File: src/rtl/oc_pkg.sv
`timescale 1ns/1ps
package oc_pkg;
  typedef enum logic [2:0] {
    OC_FROZEN = 3'd0,
    OC_SET    = 3'd1,
    OC_CLR    = 3'd2,
    OC_TGL    = 3'd3,
    OC_LOW    = 3'd4,
    OC_HIGH   = 3'd5,
    OC_PWM1   = 3'd6,
    OC_PWM2   = 3'd7
  } oc_mode_e;

  // codes 8..15 collapse to frozen
  function automatic oc_mode_e oc_decode(input logic hi, input logic [2:0] lo);
    return hi ? OC_FROZEN : oc_mode_e'(lo);
  endfunction
endpackage

File: src/rtl/oc_cmp_reg.sv
`timescale 1ns/1ps
module oc_cmp_reg #(
  parameter int W = 16
) (
  input  logic         clk_i,
  input  logic         rst_ni,
  input  logic         wr_i,
  input  logic [W-1:0] wdata_i,
  input  logic         preload_en_i,
  input  logic         update_i,
  output logic [W-1:0] active_o
);
  logic [W-1:0] shadow_q, active_q;

  always_ff @(posedge clk_i or negedge rst_ni) begin
    if (!rst_ni) begin
      shadow_q <= '0;
      active_q <= '0;
    end else begin
      if (wr_i) shadow_q <= wdata_i;
      if (wr_i && !preload_en_i) active_q <= wdata_i;
      else if (update_i)         active_q <= shadow_q;
    end
  end

  assign active_o = active_q;

  a_r2_direct_write: assert property (@(posedge clk_i) disable iff (!rst_ni)
    (wr_i && !preload_en_i) |=> active_o == $past(wdata_i));
  a_r3_preload_hold: assert property (@(posedge clk_i) disable iff (!rst_ni)
    (preload_en_i && !update_i) |=> $stable(active_o));
  a_r3_update_copy: assert property (@(posedge clk_i) disable iff (!rst_ni)
    (update_i && !(wr_i && !preload_en_i)) |=> active_o == $past(shadow_q));
endmodule

File: src/rtl/oc_trig_edge.sv
`timescale 1ns/1ps
module oc_trig_edge (
  input  logic clk_i,
  input  logic rst_ni,
  input  logic trig_i,
  output logic rise_o
);
  logic trig_q;

  always_ff @(posedge clk_i or negedge rst_ni) begin
    if (!rst_ni) trig_q <= 1'b0;
    else         trig_q <= trig_i;
  end

  assign rise_o = trig_i & ~trig_q;
endmodule

File: src/rtl/oc_ref_gen.sv
`timescale 1ns/1ps
module oc_ref_gen
  import oc_pkg::*;
#(
  parameter int W = 16
) (
  input  logic         clk_i,
  input  logic         rst_ni,
  input  oc_mode_e     mode_i,
  input  logic         tick_i,
  input  logic [W-1:0] cnt_i,
  input  logic [W-1:0] cmp_i,
  input  logic         dir_down_i,
  input  logic         fast_i,
  input  logic         clr_i,
  output logic         ref_o
);
  logic ref_q, ref_d;
  logic raw_q, frz_q, resync_q;
  logic eq, raw, hit, is_pwm, pwm_lvl, pwm_load;

  always_comb begin
    eq       = (cnt_i == cmp_i);
    // PWM1 level: up -> cnt<cmp, down -> cnt<=cmp
    raw      = dir_down_i ? (cnt_i <= cmp_i) : (cnt_i < cmp_i);
    pwm_lvl  = (mode_i == OC_PWM2) ? ~raw : raw;
    is_pwm   = (mode_i == OC_PWM1) || (mode_i == OC_PWM2);
    hit      = (tick_i && eq) || fast_i;
    pwm_load = tick_i && ((raw != raw_q) || frz_q || resync_q);
    ref_d    = ref_q;
    if (clr_i) begin
      ref_d = 1'b0;
    end else begin
      unique case (mode_i)
        OC_LOW:  ref_d = 1'b0;
        OC_HIGH: ref_d = 1'b1;
        OC_SET:  if (hit) ref_d = 1'b1;
        OC_CLR:  if (hit) ref_d = 1'b0;
        OC_TGL:  if (hit) ref_d = ~ref_q;
        OC_PWM1, OC_PWM2: if (pwm_load) ref_d = pwm_lvl;
        default: ref_d = ref_q;
      endcase
    end
  end

  always_ff @(posedge clk_i or negedge rst_ni) begin
    if (!rst_ni) begin
      ref_q    <= 1'b0;
      raw_q    <= 1'b0;
      frz_q    <= 1'b1;
      resync_q <= 1'b0;
    end else begin
      ref_q <= ref_d;
      if (tick_i) begin
        raw_q <= raw;
        frz_q <= (mode_i == OC_FROZEN);
      end
      if (clr_i)       resync_q <= 1'b1;
      else if (tick_i) resync_q <= 1'b0;
    end
  end

  assign ref_o = ref_q;

  a_r12_clear_low: assert property (@(posedge clk_i) disable iff (!rst_ni)
    clr_i |=> !ref_o);
  a_r7_force_high: assert property (@(posedge clk_i) disable iff (!rst_ni)
    (!clr_i && mode_i == OC_HIGH) |=> ref_o);
  a_r7_force_low: assert property (@(posedge clk_i) disable iff (!rst_ni)
    (mode_i == OC_LOW) |=> !ref_o);
  a_r4_frozen_hold: assert property (@(posedge clk_i) disable iff (!rst_ni)
    (!clr_i && mode_i == OC_FROZEN) |=> $stable(ref_o));
  a_r5_set_match: assert property (@(posedge clk_i) disable iff (!rst_ni)
    (!clr_i && mode_i == OC_SET && tick_i && eq) |=> ref_o);
  a_r10_pwm_idle: assert property (@(posedge clk_i) disable iff (!rst_ni)
    (!clr_i && is_pwm && !tick_i) |=> $stable(ref_o));
endmodule

File: src/rtl/oc_channel.sv
`timescale 1ns/1ps
module oc_channel
  import oc_pkg::*;
#(
  parameter int CNT_W = 16
) (
  input  logic             clk_i,
  input  logic             rst_ni,
  input  logic             tick_i,
  input  logic [CNT_W-1:0] cnt_i,
  input  logic             dir_down_i,
  input  logic             cmp_wr_i,
  input  logic [CNT_W-1:0] cmp_wdata_i,
  input  logic             preload_en_i,
  input  logic             update_i,
  input  logic [2:0]       mode_lo_i,
  input  logic             mode_hi_i,
  input  logic             fast_en_i,
  input  logic             trig_i,
  input  logic             clr_en_i,
  input  logic             ext_clr_i,
  output logic             ref_o,
  output logic [CNT_W-1:0] cmp_active_o
);
  oc_mode_e         mode;
  logic             trig_rise, fast_hit, clr_act;
  logic [CNT_W-1:0] cmp_act;

  assign mode     = oc_decode(mode_hi_i, mode_lo_i);
  assign fast_hit = fast_en_i & trig_rise;
  assign clr_act  = clr_en_i & ext_clr_i;

  oc_cmp_reg #(.W(CNT_W)) u_cmp (
    .clk_i, .rst_ni,
    .wr_i         (cmp_wr_i),
    .wdata_i      (cmp_wdata_i),
    .preload_en_i (preload_en_i),
    .update_i     (update_i),
    .active_o     (cmp_act)
  );

  oc_trig_edge u_trig (
    .clk_i, .rst_ni,
    .trig_i (trig_i),
    .rise_o (trig_rise)
  );

  oc_ref_gen #(.W(CNT_W)) u_ref (
    .clk_i, .rst_ni,
    .mode_i     (mode),
    .tick_i     (tick_i),
    .cnt_i      (cnt_i),
    .cmp_i      (cmp_act),
    .dir_down_i (dir_down_i),
    .fast_i     (fast_hit),
    .clr_i      (clr_act),
    .ref_o      (ref_o)
  );

  assign cmp_active_o = cmp_act;

  a_r11_fast_off: assert property (@(posedge clk_i) disable iff (!rst_ni)
    (!fast_en_i && !tick_i && !clr_act && mode inside {OC_SET, OC_CLR, OC_TGL})
      |=> $stable(ref_o));
endmodule

File: config.mk
export PLATFORM = sky130hd
export DESIGN_NAME = oc_channel
export DESIGN_NICKNAME = d
export VERILOG_FILES = /design/src/rtl/oc_pkg.sv /design/src/rtl/oc_cmp_reg.sv /design/src/rtl/oc_trig_edge.sv /design/src/rtl/oc_ref_gen.sv /design/src/rtl/oc_channel.sv
export SDC_FILE = /design/constraint.sdc
export NUM_CORES = 1
export LEC_CHECK = 0
export BUFFER_PORTS_ARGS = -buffer_cell sky130_fd_sc_hd__buf_2
export CAP_MARGIN = 20
export CORE_UTILIZATION = 45
export DETAILED_ROUTE_END_ITERATION = 7
export PLACE_DENSITY = 0.74
export SLEW_MARGIN = 0
export SYNTH_ARGS = -nofsm -noshare
export SYNTH_HDL_FRONTEND = slang
export SYNTH_SLANG_ARGS = --single-unit
File: constraint.sdc
create_clock -name clk_i -period 2.3 [get_ports clk_i]
set_input_delay 0.46 -clock clk_i [delete_from_list [all_inputs] [get_ports clk_i]]
set_output_delay 0.46 -clock clk_i [all_outputs]
set_load 0.01 [all_outputs]
Word level (Yosys, flattened, before mapping)
Index checks and enable logic that the tools add are counted.

word-level totals
  register bits after elaboration = 37
  bits of input ports = 47
  output and inout bits = 17
  word-level logic and storage cells = 54

operators by class
  order comparisons = 2
  equality and inequality tests = 13
  muxes and demuxes = 13
  bitwise gates (word level) = 6
  reductions and logical operators = 13

operators by type and width
  cell                number
  $mux 16             2
  $eq 16x16->1        1
  $le 16x16->1        1
  $lt 16x16->1        1
  $eq 3x3->1 const B  4
  $ne 3x2->1 const B  4
  $mux 1              9
  $reduce_bool 7->1   1
  $eq 3x2->1 const B  2
  $pmux 1 s6          1
  $reduce_and 5->1    1
  $reduce_bool 2->1   2
  $and 1x1->1         3
  $eq 3x1->1 const B  1
  $logic_and 1x1->1   3
  $logic_not 3->1     1
  $logic_or 1x1->1    3
  $mux 3              1
  $not 1->1           3
  $reduce_or 2->1     1
  $logic_not 1->1     1
  $ne 1x1->1          1

Depth between registers and ports, before layout
Gate-level depths: netlist of run 1.

  depth in word-level cells = 9
  mapped depth = 9
  mapped depth without buffers = 9

By module
From an unflattened synthesis of run 1, not the netlist that was laid out.

second synthesis, totals
  cells, all modules = 181
  area total of the unflattened synthesis = 2,229.6 µm²

by module, submodules not included
  module        instances  cells an instance  area an instance (µm²)  seq. area each (µm²)
  oc_cmp_reg    1          87                 1,485.2                 800.8
  oc_ref_gen    1          87                 674.4                   101.3
  oc_trig_edge  1          2                  38.8                    25.0
  oc_channel    1          5                  31.3                    0.0

Worst setup path before layout of run 1
Ideal clock, no wire load.

  kind = in2reg
  start point = input port cnt_i[1]
  end point = register u_ref.ref_q (netlist: u_ref.ref_o)
  library setup time = 0.131 ns
  data arrival time = 2.093 ns
  required time = 2.169 ns
  path slack = 0.076 ns
  cell stages on the path = 8
  path buffers = 0
  path through = ha_1 -> nor2b_4 -> o211ai_1 -> a2111o_1 -> a31oi_2 -> mux2_1 -> a22oi_2 -> o32ai_2

on the way
  cells in the longest elaborated chain, start to end = 8
  elaborated cells between the ends (all ways) = 20
  those cells by class = 2 x order compare; 6 x eq/ne; 5 x mux; 1 x bitwise; 6 x reduce/logical

RTL lines
  element                                              RTL line          text
  start: declaration                                   oc_channel.sv:10  input logic [CNT_W-1:0] cnt_i,
  $lt 16x16->1 / $le 16x16->1 (equally long branches)  oc_ref_gen.sv:25  raw = dir_down_i ? (cnt_i <= cmp_i) : (cnt_i < cmp_i);
  $mux 1                                               oc_ref_gen.sv:25
  $ne 1x1->1                                           oc_ref_gen.sv:29  pwm_load = tick_i && ((raw != raw_q) || frz_q || resync_q);
  $logic_or 1x1->1 (2 in a row)                        oc_ref_gen.sv:29
  $logic_and 1x1->1                                    oc_ref_gen.sv:29
  $ne 3x2->1 (no line)                                 --
  $reduce_and 5->1 (no line)                           --
  end signal: assignment                               oc_ref_gen.sv:53  ref_q <= ref_d;
  end: declaration                                     oc_ref_gen.sv:18  logic ref_q, ref_d;

Parallel ways exist; a longest one is shown, timed or not. The select of a mux whose other input is x is not followed.
A chain may end at the register's enable or synchronous reset.

Worst setup path after layout of run 1
  start point = register u_cmp.active_q[10] (netlist: u_cmp.active_o[10])
  end point = register u_ref.ref_q (netlist: u_ref.ref_o)

on the way
  cells in the longest elaborated chain, start to end = 8
  elaborated cells between the ends (all ways) = 20
  those cells by class = 2 x order compare; 6 x eq/ne; 5 x mux; 1 x bitwise; 6 x reduce/logical

RTL lines
  element                                              RTL line          text
  start: declaration                                   oc_cmp_reg.sv:13  logic [W-1:0] shadow_q, active_q;
  start signal: assignment                             oc_cmp_reg.sv:21  if (wr_i && !preload_en_i) active_q <= wdata_i;
  start signal: assignment                             oc_cmp_reg.sv:22  else if (update_i) active_q <= shadow_q;
  $lt 16x16->1 / $le 16x16->1 (equally long branches)  oc_ref_gen.sv:25
  $mux 1                                               oc_ref_gen.sv:25
  $ne 1x1->1                                           oc_ref_gen.sv:29
  $logic_or 1x1->1 (2 in a row)                        oc_ref_gen.sv:29
  $logic_and 1x1->1                                    oc_ref_gen.sv:29
  $ne 3x2->1 (no line)                                 --
  $reduce_and 5->1 (no line)                           --

Parallel ways exist; a longest one is shown, timed or not. The select of a mux whose other input is x is not followed.

==> results.sh, run 1 <==
export IMPL_run_status="completed"
export IMPL_tritoncts="built"
export IMPL_avgViaCountPerCell=5.24
export IMPL_grt_max_degree=38
export IMPL_synthesized_cell_area_um2=2070
export IMPL_grt_pass1_vias=1698
export IMPL_final_design_area_no_fill_um2=2720
export IMPL_place_detailed_hpwl_mm=3.31
export IMPL_regToRegSetupSlack_ns=0.03
export IMPL_post_synth_top_area_cell="sky130_fd_sc_hd__dfrtp_1"
export IMPL_worst_skew_pair_late_latency_ns=0.29
export IMPL_number_of_flops_mapped_to_enable_cells_by_yosys=0
export IMPL_placement_cell_area_um2=2490
export IMPL_worstSetupStartpoint="u_cmp.active_o[10]"
export IMPL_synth_async_sr_flop_share=1.00
export IMPL_placed_cells=313
export IMPL_buffer_ports_inserted=63
export IMPL_hold_viol=0
export IMPL_fillers=371
export IMPL_cp_required_ns=2.46
export IMPL_crit_chain="inv_1, ha_1, nand4_1, nor2_1, a221oi_2, buf_4, a31oi_2, mux2_1, a22oi_2, o32ai_2"
export IMPL_crit_arrival_ns=2.43
export IMPL_vdd_ir_drop_worst_mv=0.359
export IMPL_grt_first_pass_wirelength_mm=7.74
export IMPL_insertedDiodeCount=0
export IMPL_cts_hold_fix_buffers=0
export IMPL_setup_viol_count_final=0
export IMPL_crit_path_max_incr_delay_ns=0.36
export IMPL_worst_slew_pin_slew_ns=0.849
export IMPL_pre_cts_ws_ns=-0.132
export IMPL_reg2reg_to="u_ref.ref_o"
export IMPL_vias=1728
export IMPL_top_level_ports=64
export IMPL_die_height_um=69.8
export IMPL_mostFrequentLayoutCells="sky130_fd_sc_hd__buf_2 (63), sky130_fd_sc_hd__dfrtp_1 (36), sky130_fd_sc_hd__nand2_1 (21)"
export IMPL_leakagePower_nw=1.35
export IMPL_floorplan_initialDensity=0.472
export IMPL_globalplace_congestion=0.792
export IMPL_die_x_um=69.8
export IMPL_num_rows=24
export IMPL_synth_cells=196
export IMPL_synthDominantCellAreaShare=0.436
export IMPL_finalCriticalPeriod_ns=2.27
export IMPL_synth_fp_nets=259
export IMPL_clock_tree_root_cell="sky130_fd_sc_hd__clkbuf_8"
export IMPL_layout_drive_gt1_share=0.446
export IMPL_finish_cell_count_without_fillers=330
export IMPL_number_of_antenna_violations_at_the_first_check_in_global_routing=0
export IMPL_path_delay_family="compound AO/OA/AOI/OAI gates"
export IMPL_timing_rr_start="u_cmp.active_o[10]"
export IMPL_antenna_left=0
export IMPL_synth_lib_cells_used_distinct=38
export IMPL_layout_worst_path_cycle_share=0.988
export IMPL_multiInputGateArea_um2=1120
export IMPL_fp_dieArea_um2=4870
export IMPL_path_class="flip-flop to flip-flop"
export IMPL_synth_seq_cells=37
export IMPL_timing_critical_path_to_type="flip-flop"
export IMPL_rr_worst_depth=10
export IMPL_tritoncts_num_sinks=37
export IMPL_drt_first_pass_iters=4
export IMPL_cts_clk_slew_worst_paths_ns=0.07
export IMPL_most_common_library_cell_in_the_layout_ignoring_fill_and_taps="sky130_fd_sc_hd__buf_2"
export IMPL_tightest_slew_margin_relative_to_the_limit=0.434
export IMPL_seq_area_um2=927
export IMPL_category_of_the_worst_setup_path_launch_point="flip-flop"
export IMPL_drtIter0Drc=114
export IMPL_cts_root_to_sink_buffers=2
export IMPL_achievable_frequency_mhz=440
export IMPL_ys_flop_type="sky130_fd_sc_hd__dfrtp_1"
export IMPL_timing_clock_skew_ns=0.00707
export IMPL_syn_mean_instance_area_um2=10.6
export IMPL_powerDensity_nw_per_um2=622
export IMPL_post_drt_wl_per_cell_um=14.8
export IMPL_synth_area_leaders="sky130_fd_sc_hd__dfrtp_1 (44%), sky130_fd_sc_hd__ha_1 (9.7%), sky130_fd_sc_hd__mux2_2 (8.7%), sky130_fd_sc_hd__mux2i_1 (7.7%), sky130_fd_sc_hd__o21ai_0 (4.6%)"
export IMPL_finish_net_count=342
export IMPL_routed_wirelength_mm=4.88
export IMPL_maxCapViolCount=0
export IMPL_crit_buf_inv=2
export IMPL_finalHoldWorstSlack_ns=0.273
export IMPL_drt_drc_violations_left=0
export IMPL_maximum_level_of_the_cts_h_tree=2
export IMPL_hold_path_class="input port to async pin"
export IMPL_timing_final_max_slew_violations=0
export IMPL_cts_buffers=5
export IMPL_layout_setup_ws_ns=0.0272
export IMPL_critical_path_slowest_cell="sky130_fd_sc_hd__mux2_1"
export IMPL_worstPathMaxFanout=3
export IMPL_fp_coreArea_um2=4380
export IMPL_groute_usage_overall=0.203
export IMPL_area_growth_pct=31.7
export IMPL_overflow=0
export IMPL_seq_area_frac_synth=0.448
export IMPL_yosysWarningCount=0
==> cells in the mapped netlist (2+ instances only) <==
master,number
sky130_fd_sc_hd__a221oi_1,2
sky130_fd_sc_hd__mux2_2,16
sky130_fd_sc_hd__mux2i_1,16
sky130_fd_sc_hd__a21oi_1,8
sky130_fd_sc_hd__nor4_1,2
sky130_fd_sc_hd__buf_1,2
sky130_fd_sc_hd__nand3_1,2
sky130_fd_sc_hd__inv_1,19
sky130_fd_sc_hd__nor2_1,5
sky130_fd_sc_hd__nand2_1,21
sky130_fd_sc_hd__dfrtp_1,36
sky130_fd_sc_hd__clkbuf_1,4
sky130_fd_sc_hd__nand4_1,5
sky130_fd_sc_hd__o21ai_0,19
sky130_fd_sc_hd__ha_1,16
==> where the power goes <==
part	total, mW	leakage [nW]	internal [mW]	switching [mW]
Combinational	0.501	0.867	0.256	0.245
Sequential	0.777	0.439	0.729	0.0474
Clock	0.418	0.0399	0.199	0.219
Total	1.70	1.35	1.18	0.511
==> worst reg2reg max path: cells and delay by family, from the launching register on <==
family                   cells  cell delay (ns)
multiplexers                 1             0.36
flip-flops                   1             0.35
AO/OA/AOI/OAI                4             0.55
buffers and inverters        2             0.22
AND/OR/NAND/NOR              2             0.40
adder cells (fa/ha/maj)      1             0.30
==> how the worst max path moves through the flow <==
stage | to | slack, ns | cells past startpoint
2_1_floorplan | u_ref.ref_o | 0.08 | 8
3_3_place_gp | u_ref.ref_o | -0.09 | 8
3_5_place_dp | u_ref.ref_o | -0.13 | 9
4_1_cts | u_ref.ref_o | 0.01 | 10
5_1_grt | u_ref.ref_o | -0.07 | 10
6_report | u_ref.ref_o | 0.03 | 10
==> logic make-up (layout without fill, tap and decap cells) <==
family / Yosys count / in the layout / synth area share
AND/OR/NAND/NOR: 46 / 46 / 0.119
multiplexers: 33 / 33 / 0.170
adder cells (fa/ha/maj): 16 / 16 / 0.0968
flip-flops: 37 / 37 / 0.448
AO/OA/AOI/OAI: 38 / 38 / 0.118
buffers and inverters: 26 / 108 / 0.0478
==> through the flow <==
stage,utilization,TNS [ns],power [mW]
final,0.621,0,1.70
after global routing,0.621,-0.0675,1.80
after CTS,0.587,0,1.63
after detailed placement,0.568,-0.132,1.21
after global placement,0.568,-0.0875,1.19
after floorplan,-,0,1.03
==> layer usage <==
metal | share of wire | global-route usage | routed length [µm] | up-vias
met5 | 0 | 0 | 0 | -
met3 | 0.044 | 0.0581 | 217 | 6
met1 | 0.44 | 0.256 | 2160 | 805
met2 | 0.50 | 0.339 | 2420 | 52
li1 | - | - | - | 865
met4 | 0.017 | 0.0556 | 81 | 0
==> repair_timing <==
action,4_1_cts,5_1_grt
setup endpoints to repair,1,1
resized for setup,0,8
setup buffers,1,10
endpoints found under the hold margin,0,0
pin swaps,0,6
==> registers in the layout, summed over array words and instances (netlist names) <==
register        flops
u_cmp.active_o     16
u_cmp.shadow_q     16
u_ref.frz_q         1
u_ref.raw_q         1
u_ref.ref_o         1
u_ref.resync_q      1
u_trig.trig_q       1
==> layout make-up <==
| class | count | area share |
|---|---|---|
| Clock buffer | 5 | 0.0253 |
| Clock inverter | 1 | 0.00184 |
| Sequential cell | 37 | 0.340 |
| Multi-Input combinational cell | 133 | 0.412 |
| Tap cell | 52 | 0.0239 |
| Inverter | 19 | 0.0262 |
| Timing Repair Buffer | 83 | 0.171 |
No activity file was read; power rests on OpenSTA's default activity.
==> run 2: changes to the inputs <==
- ABC_AREA: default -> 1
==> run 2 against run 1 <==
Sequential cell count unchanged. Combinational power down 23%. Cell count increased by 15%. Clock skew barely moved. Critical path type unchanged. Highest routed layer unchanged.
==> results.sh, run 2 <==
export IMPL_timing_critical_path_to_type="flip-flop"
export IMPL_post_drt_wl_per_cell_um=11.6
export IMPL_cts_resized=0
export IMPL_worstPathMaxFanout=2
export IMPL_cts_hold_fix_buffers=0
export IMPL_worst_slew_pin_slew_ns=0.801
export IMPL_worst_skew_pair_late_latency_ns=0.28
export IMPL_maxCapViolCount=0
export IMPL_overflow=0
export IMPL_cts_root_to_sink_buffers=2
export IMPL_ys_flop_type="sky130_fd_sc_hd__dfrtp_1"
export IMPL_die_x_um=70.1
export IMPL_timing_final_max_slew_violations=0
export IMPL_fillers=429
export IMPL_cts_buffers=5
export IMPL_clock_tree_root_cell="sky130_fd_sc_hd__clkbuf_8"
export IMPL_buffer_ports_inserted=63
export IMPL_crit_arrival_ns=2.05
export IMPL_syn_mean_instance_area_um2=7.80
export IMPL_most_common_library_cell_in_the_layout_ignoring_fill_and_taps="sky130_fd_sc_hd__nand2_1"
export IMPL_grt_first_pass_wirelength_mm=7.49
export IMPL_finalSetupTns_ns=0
export IMPL_number_of_flops_mapped_to_enable_cells_by_yosys=0
export IMPL_synth_cells=268
export IMPL_post_synth_top_area_cell="sky130_fd_sc_hd__dfrtp_1"
export IMPL_leading_post_synthesis_cells_by_instance_count="sky130_fd_sc_hd__nand2_1 (108), sky130_fd_sc_hd__dfrtp_1 (36), sky130_fd_sc_hd__inv_1 (31)"
export IMPL_rr_worst_depth=12
export IMPL_layout_setup_ws_ns=0.429
export IMPL_synthDominantCellAreaShare=0.431
export IMPL_mostFrequentLayoutCells="sky130_fd_sc_hd__nand2_1 (108), sky130_fd_sc_hd__buf_2 (63), sky130_fd_sc_hd__dfrtp_1 (36)"
export IMPL_die_height_um=70.1
export IMPL_fp_coreArea_um2=4410
export IMPL_avgViaCountPerCell=4.95
export IMPL_run_status="completed"
export IMPL_tightest_slew_margin_relative_to_the_limit=0.466
export IMPL_grt_max_degree=38
export IMPL_tritoncts_num_sinks=37
export IMPL_synth_fp_nets=331
export IMPL_category_of_the_worst_setup_path_launch_point="flip-flop"
export IMPL_vdd_ir_drop_worst_mv=0.329
export IMPL_drt_first_pass_iters=4
export IMPL_pre_cts_ws_ns=0.350
export IMPL_grt_pass1_vias=1679
export IMPL_routed_wirelength_mm=4.41
export IMPL_antenna_left=0
export IMPL_synthesized_cell_area_um2=2090
export IMPL_layout_drive_gt1_share=0.243
export IMPL_achievable_frequency_mhz=535
export IMPL_yosysWarningCount=0
export IMPL_top_level_ports=64
export IMPL_fp_dieArea_um2=4920
export IMPL_path_class="flip-flop to flip-flop"
export IMPL_drtIter0Drc=80
export IMPL_leakagePower_nw=1.41
export IMPL_number_of_antenna_violations_at_the_first_check_in_global_routing=0
export IMPL_grt_setup_unrepaired="false"
export IMPL_synth_seq_cells=37
export IMPL_cts_clk_slew_worst_paths_ns=0.07
export IMPL_globalplace_congestion=0.890
export IMPL_synth_lib_cells_used_distinct=28
export IMPL_insertedDiodeCount=0
export IMPL_drt_drc_violations_left=0
export IMPL_finalCriticalPeriod_ns=1.87
export IMPL_synth_area_leaders="sky130_fd_sc_hd__dfrtp_1 (43%), sky130_fd_sc_hd__nand2_1 (19%), sky130_fd_sc_hd__ha_1 (9.6%), sky130_fd_sc_hd__inv_1 (5.6%), sky130_fd_sc_hd__o221ai_1 (4.2%)"
export IMPL_layout_worst_path_cycle_share=0.813
export IMPL_powerDensity_nw_per_um2=624
export IMPL_floorplan_initialDensity=0.473
export IMPL_hold_viol=0
export IMPL_area_growth_pct=20.0
export IMPL_postCtsSetupBuffers=0
export IMPL_dominant_cell_by_count_in_the_synthesized_netlist="sky130_fd_sc_hd__nand2_1"
export IMPL_finish_net_count=391
export IMPL_maximum_level_of_the_cts_h_tree=2
export IMPL_setup_viol_count_final=0
export IMPL_vias=1885
export IMPL_place_detailed_hpwl_mm=3.54
export IMPL_synth_async_sr_flop_share=1.00
export IMPL_cp_required_ns=2.48
export IMPL_num_rows=24
export IMPL_timing_clock_skew_ns=0.00729
export IMPL_seq_area_frac_synth=0.444
export IMPL_tritoncts="built"
export IMPL_groute_usage_overall=0.192
export IMPL_hold_path_class="input port to async pin"
-- run 2: final cells by class --
type,instances,area [µm²],share of cell area
clock buffers,6,72.6,0.0289
clock inverters,2,10.0,0.00399
inverters,32,123,0.0489
multi-input cells,188,987,0.394
flip-flops and latches,37,927,0.370
well taps,52,65.1,0.0259
repair buffers,64,323,0.129
-- run 2: worst paths after layout --
check                             startpoint  slack, ns            endpoint
min in group clk_i                    trig_i       0.30       u_trig.trig_q
max in group asynchronous             rst_ni       1.52  u_cmp.shadow_q[11]
hold / removal                        rst_ni       0.27   u_cmp.shadow_q[2]
setup reg to reg           u_cmp.active_o[7]       0.43         u_ref.ref_o
setup / recovery           u_cmp.active_o[7]       0.43         u_ref.ref_o
hold reg to reg                  u_ref.frz_q       0.47         u_ref.frz_q
-- run 2: cell families (layout without fill, tap and decap cells) --
| group | after synthesis | in the layout | synth area share |
|---|---|---|---|
| AO/OA/AOI/OAI | 34 | 34 | 0.106 |
| AND/OR/NAND/NOR | 138 | 138 | 0.271 |
| buffers and inverters | 43 | 104 | 0.0838 |
| flip-flops | 37 | 37 | 0.444 |
| adder cells (fa/ha/maj) | 16 | 16 | 0.0958 |
-- run 2: report_power, final --
part	total, mW	leakage [nW]	switching [mW]	internal (mW)
logic	0.384	0.918	0.227	0.158
registers	0.759	0.450	0.0376	0.721
clock network	0.423	0.0450	0.213	0.210
total	1.57	1.41	0.477	1.09
-- run 2: routing by layer --
metal	track usage	routed length [µm]
met1	0.270	2100
met2	0.301	1990
met3	0.0317	280
met4	0.0622	39
met5	0	0
-- run 2: through the flow --
step                      area (µm²)   util  power [mW]  hold slack [ns]  instances
after floorplan                 2090      -        1.01            0.164        268
after global placement          2420  0.549        1.15            0.457        373
after detailed placement        2420  0.549        1.16            0.458        373
after CTS                       2510  0.568        1.58            0.289        381
after global routing            2510  0.568        1.68            0.285        381
final                           2510  0.568        1.57            0.269        381
-- run 2: worst max-delay path: stages (launching register included) --
cell                      delay, ns
sky130_fd_sc_hd__dfrtp_1       0.38
sky130_fd_sc_hd__inv_1         0.09
sky130_fd_sc_hd__ha_1          0.30
sky130_fd_sc_hd__nand2_1       0.08
sky130_fd_sc_hd__nor2_2        0.12
sky130_fd_sc_hd__nand4_1       0.11
sky130_fd_sc_hd__nor2_2        0.13
sky130_fd_sc_hd__nand2_1       0.08
sky130_fd_sc_hd__a31oi_1       0.19
sky130_fd_sc_hd__or2_2         0.15
sky130_fd_sc_hd__nand2_1       0.05
sky130_fd_sc_hd__nand2_1       0.05
sky130_fd_sc_hd__nand2_1       0.05
